`config.mk`:
```
export PLATFORM = sky130hd
export DESIGN_NAME = slv_port_arb
export DESIGN_NICKNAME = d
export VERILOG_FILES = /design/src/rtl/slv_port_arb_pkg.sv /design/src/rtl/arb_elev_filter.sv /design/src/rtl/arb_pick.sv /design/src/rtl/arb_owner.sv /design/src/rtl/slv_port_arb.sv
export SDC_FILE = /design/constraint.sdc
export NUM_CORES = 1
export LEC_CHECK = 0
export CORE_AREA = 2 2 39 41
export DETAILED_ROUTE_END_ITERATION = 7
export DIE_AREA = 0 0 41 43
export DONT_BUFFER_PORTS = 1
export GPL_TIMING_DRIVEN = 0
export RECOVER_POWER = 100
export SETUP_SLACK_MARGIN = 0.5
export SKIP_CTS_REPAIR_TIMING = 1
export SYNTH_ARGS = -nofsm -noshare
export SYNTH_HDL_FRONTEND = slang
export SYNTH_SLANG_ARGS = --single-unit
```
`constraint.sdc`:
```
create_clock -name clk -period 2.8 [get_ports clk]
set_clock_uncertainty 0.2 [all_clocks]
set_input_delay 0.14 -clock clk [delete_from_list [all_inputs] [get_ports clk]]
set_output_delay 0.14 -clock clk [all_outputs]
set_load 0.01 [all_outputs]
```
`src/rtl/slv_port_arb_pkg.sv`:
```
package slv_port_arb_pkg;

    typedef enum logic {
        POL_FIXED = 1'b0,
        POL_ROTATE = 1'b1
    } arb_policy_e;

    localparam int MAX_MST = 64;

    // index of the lowest set bit, 0 when none is set
    function automatic int lowest_set(input logic [MAX_MST-1:0] v);
        int r;
        r = 0;
        for (int i = MAX_MST - 1; i >= 0; i--) begin
            if (v[i]) r = i;
        end
        return r;
    endfunction

endpackage

```
`src/rtl/arb_elev_filter.sv`:
```
module arb_elev_filter #(
    parameter int N_MST = 4
) (
    input  logic [N_MST-1:0] req_i,
    input  logic [N_MST-1:0] elev_i,
    output logic [N_MST-1:0] cand_o
);
    logic [N_MST-1:0] hot;

    assign hot    = req_i & elev_i;
    assign cand_o = (|hot) ? hot : req_i;
endmodule

```
`src/rtl/arb_pick.sv`:
```
module arb_pick
    import slv_port_arb_pkg::*;
#(
    parameter int N_MST = 4,
    localparam int IDX_W = (N_MST > 1) ? $clog2(N_MST) : 1
) (
    input  logic [N_MST-1:0] cand_i,
    input  logic [IDX_W-1:0] last_i,
    input  arb_policy_e      policy_i,
    output logic             hit_o,
    output logic [IDX_W-1:0] win_o
);
    logic [N_MST-1:0] above;
    logic [N_MST-1:0] masked;
    logic [MAX_MST-1:0] cand_w;
    logic [MAX_MST-1:0] masked_w;

    for (genvar g = 0; g < N_MST; g++) begin : g_above
        assign above[g] = (IDX_W'(g) > last_i);
    end

    assign masked   = cand_i & above;
    assign cand_w   = MAX_MST'(cand_i);
    assign masked_w = MAX_MST'(masked);
    assign hit_o    = |cand_i;

    always_comb begin
        if (policy_i == POL_ROTATE && (|masked)) begin
            win_o = IDX_W'(lowest_set(masked_w));
        end else begin
            win_o = IDX_W'(lowest_set(cand_w));
        end
    end
endmodule

```
`src/rtl/arb_owner.sv`:
```
module arb_owner #(
    parameter int N_MST = 4,
    localparam int IDX_W = (N_MST > 1) ? $clog2(N_MST) : 1
) (
    input  logic             clk,
    input  logic             rst,
    input  logic             decide_i,
    input  logic             hit_i,
    input  logic [IDX_W-1:0] win_i,
    output logic             own_vld_o,
    output logic [IDX_W-1:0] last_o,
    output logic [N_MST-1:0] grant_o
);
    logic [IDX_W-1:0] own_idx;

    always_ff @(posedge clk) begin
        if (rst) begin
            own_vld_o <= 1'b0;
            own_idx   <= '0;
            last_o    <= IDX_W'(N_MST - 1);
        end else if (decide_i) begin
            own_vld_o <= hit_i;
            if (hit_i) begin
                own_idx <= win_i;
                last_o  <= win_i;
            end
        end
    end

    for (genvar g = 0; g < N_MST; g++) begin : g_gnt
        assign grant_o[g] = own_vld_o && (own_idx == IDX_W'(g));
    end
endmodule

```
`src/rtl/slv_port_arb.sv`:
```
module slv_port_arb
    import slv_port_arb_pkg::*;
#(
    parameter int N_MST = 4,
    localparam int IDX_W = (N_MST > 1) ? $clog2(N_MST) : 1
) (
    input  logic             clk,
    input  logic             rst,
    input  logic             rr_mode_i,
    input  logic [N_MST-1:0] req_i,
    input  logic [N_MST-1:0] elev_i,
    input  logic             done_i,
    output logic [N_MST-1:0] grant_o,
    output logic [N_MST-1:0] stall_o
);
    logic [N_MST-1:0] cand;
    logic             hit;
    logic [IDX_W-1:0] win;
    logic [IDX_W-1:0] last;
    logic             own_vld;
    logic             decide;
    arb_policy_e      policy;

    assign policy = rr_mode_i ? POL_ROTATE : POL_FIXED;
    assign decide = !own_vld || done_i;

    arb_elev_filter #(.N_MST(N_MST)) u_filt (
        .req_i  (req_i),
        .elev_i (elev_i),
        .cand_o (cand)
    );

    arb_pick #(.N_MST(N_MST)) u_pick (
        .cand_i   (cand),
        .last_i   (last),
        .policy_i (policy),
        .hit_o    (hit),
        .win_o    (win)
    );

    arb_owner #(.N_MST(N_MST)) u_own (
        .clk       (clk),
        .rst       (rst),
        .decide_i  (decide),
        .hit_i     (hit),
        .win_i     (win),
        .own_vld_o (own_vld),
        .last_o    (last),
        .grant_o   (grant_o)
    );

    for (genvar g = 0; g < N_MST; g++) begin : g_stall
        assign stall_o[g] = req_i[g] && !grant_o[g];
    end
endmodule

```
==> results.ini <==
[logic_synthesis]
async_flop_share_pct=0
avgSynthCellArea_sq_um=8.02
yosys_register_bits=5
synthCells=56
syn-num-nets=68
synth_top_flop_cell=dfxtp_1
synth_area_sq_um=449
seq_area_frac_synth_pct=22.3
synth.area.top_cells=dfxtp_1, nor2b_1, o41ai_4
yosysTopAreaCell=dfxtp_1
yosys_warnings=0
yosysTopAreaCellShare_pct=22.3
synth_cell_types=27
synth_enable_flop_cells=0

[final_layout]
synthToLayoutAreaGrowth_pct=11.4
drive_gt1_share_pct=11.5
final_util_pct=36.2
antenna_cells=0
filler_cell_count=155
fin_nets=74
stdcell_count=77
most-common-layout-cells=nor2b_1, a21oi_1, dfxtp_1

[global_route]
grt.overflow.total=0
grt_usage_pct=11.5
antenna_found_initial=0
first_global_vias=368
grt_first_pass_wirelength_mm=1.37
grt_max_degree=7

[detailed_routing]
vias=457
drtPass1Iterations=4
wl_per_cell_um=13.4
avgViaCountPerCell=5.94
drc=0
first_iter_violations=13
routed_wl_mm=1.03
final_antenna_net_count=0

[timing]
finalSetupViolCount=0
tightest_slew_ns=0.473
finalMaxSlewViolations=0
max_slew_margin_pct=68.4
rsz0062_at_grt=false
finalCriticalPeriod_ns=1.55
fin_tns_setup_ns=0
fmax_mhz=645
fin_crit_sh_pct=55.4
finalHoldViolCount=1
hold-worst-slack_ns=-0.0154

[floorplanning]
initial_core_util_pct=32.5
io_pins=20
fp.dieW_um=41
die-height_um=43
core_sq_um=1380
row_count=14
fp.dieArea_sq_um=1760

[power_and_ir_drop]
p_leak_nw=0.190
vdd_drop_max_mv=0.206
p_per_area_nw_per_um2=460

[placed_design]
portBuffers=0
place_hpwl_um=813
placed_cells=72
routabilityCongestion=0.733

[clock_tree]
clock-root-buffer=clkbuf_4
cts_tree=built
path_clk_slew_ns=0.04
h-tree-depth=1
insertion_delay_ns=0.24
clkSinkCount=5
cts_buffers=3
cts_buffer_depth=2

[setup_path]
timing.reg2reg.setup_slack_ns=1.34
required_ns=2.46
cp_max_fo=5
worstPathArrival_ns=1.21
r2r_end=u_own.last_o[0]
critical_path_class=flop to output port
cp_slowest_cell=nor3b_1
max_stage_delay_ns=0.44
cp-end-kind=output port
crit_chain=nor3b_1 > nor2b_1
r2r-start=u_own.last_o[0]
r2r_cells=4
critPathTopFamily=simple AND/OR/NAND/NOR gates
path_buf_inv=0
startpoint_type=flop

[run]
max-cap-violations=0

[run_status]
violations=negative hold slack
outcome=finished, violations left

[worst_hold_path]
hp-start=done_i
hold_path_depth=2
hold_path_end=u_own.own_vld_o
hp-class=primary input to flop

## state kept, by name, summed over array words and instances (netlist names)
signal and count:
u_own.last_o 2, u_own.own_vld_o 1, u_own.own_idx 2
## per-layer routing
| layer | global-route usage [%] | vias to the layer above | share of wire, % |
|---|---|---|---|
| li1 | - | 229 | - |
| met1 | 15.5 | 213 | 45 |
| met2 | 15.0 | 15 | 48 |
| met3 | 3.14 | 0 | 7.4 |
| met4 | 8.00 | 0 | 0 |
| met5 | 0 | - | 0 |
## where the power goes
group          switching [mW]  internal [mW]  leakage, nW
clock                  0.0272         0.0537       0.0150
sequential            0.00805         0.0797       0.0417
combinational          0.0343         0.0270        0.133
## kinds of logic after synthesis
| logic type | share of synthesized area [%] |
|---|---|
| and+or+nand+nor | 29.8 |
| AOI/OAI and AO/OA | 46.2 |
| buffers and inverters | 1.67 |
| DFF | 22.3 |
## worst max-delay path by stage
stage	depth (start not counted)	slack (ns)	start	end
6_report	2	1.25	u_own.own_vld_o	stall_o[0]
5_1_grt	2	1.17	u_own.own_vld_o	stall_o[0]
4_1_cts	2	1.25	u_own.own_vld_o	stall_o[0]
3_5_place_dp	5	1.26	elev_i[3]	u_own.own_idx[0]
3_3_place_gp	5	1.25	elev_i[3]	u_own.own_idx[0]
2_1_floorplan	5	1.37	elev_i[3]	u_own.own_idx[0]
## synthesized netlist by cell type, types with 2 or more instances
master,instances
o21a_2,2
o21ai_0,3
nor4_1,2
and3_1,2
a21oi_1,5
o211ai_1,2
nand2b_1,3
o21a_1,3
nor2_1,2
nor2b_1,5
nand3b_1,2
nand2_1,4
a22oi_2,2
inv_1,2
dfxtp_1,5
## stage by stage
| step | power, mW | setup slack (ns) | area [sq um] |
|---|---|---|---|
| floorplan | 0.139 | 1.37 | 449 |
| global placement | 0.148 | 1.25 | 469 |
| detailed placement | 0.149 | 1.26 | 469 |
| CTS | 0.232 | 1.25 | 495 |
| global route | 0.247 | 1.17 | 500 |
| finish | 0.230 | 1.25 | 500 |
## cell type report
type                    count  area [sq um]  area share [%]
clock buffers               4          26.3            5.25
flip-flops and latches      5           100            20.0
repair buffers              1          10.0            2.00
inverters                   2          7.51            1.50
multi-input cells          49           337            67.3
well taps                  16          20.0            4.00
Note: power is estimated with default switching activity, not from simulation.
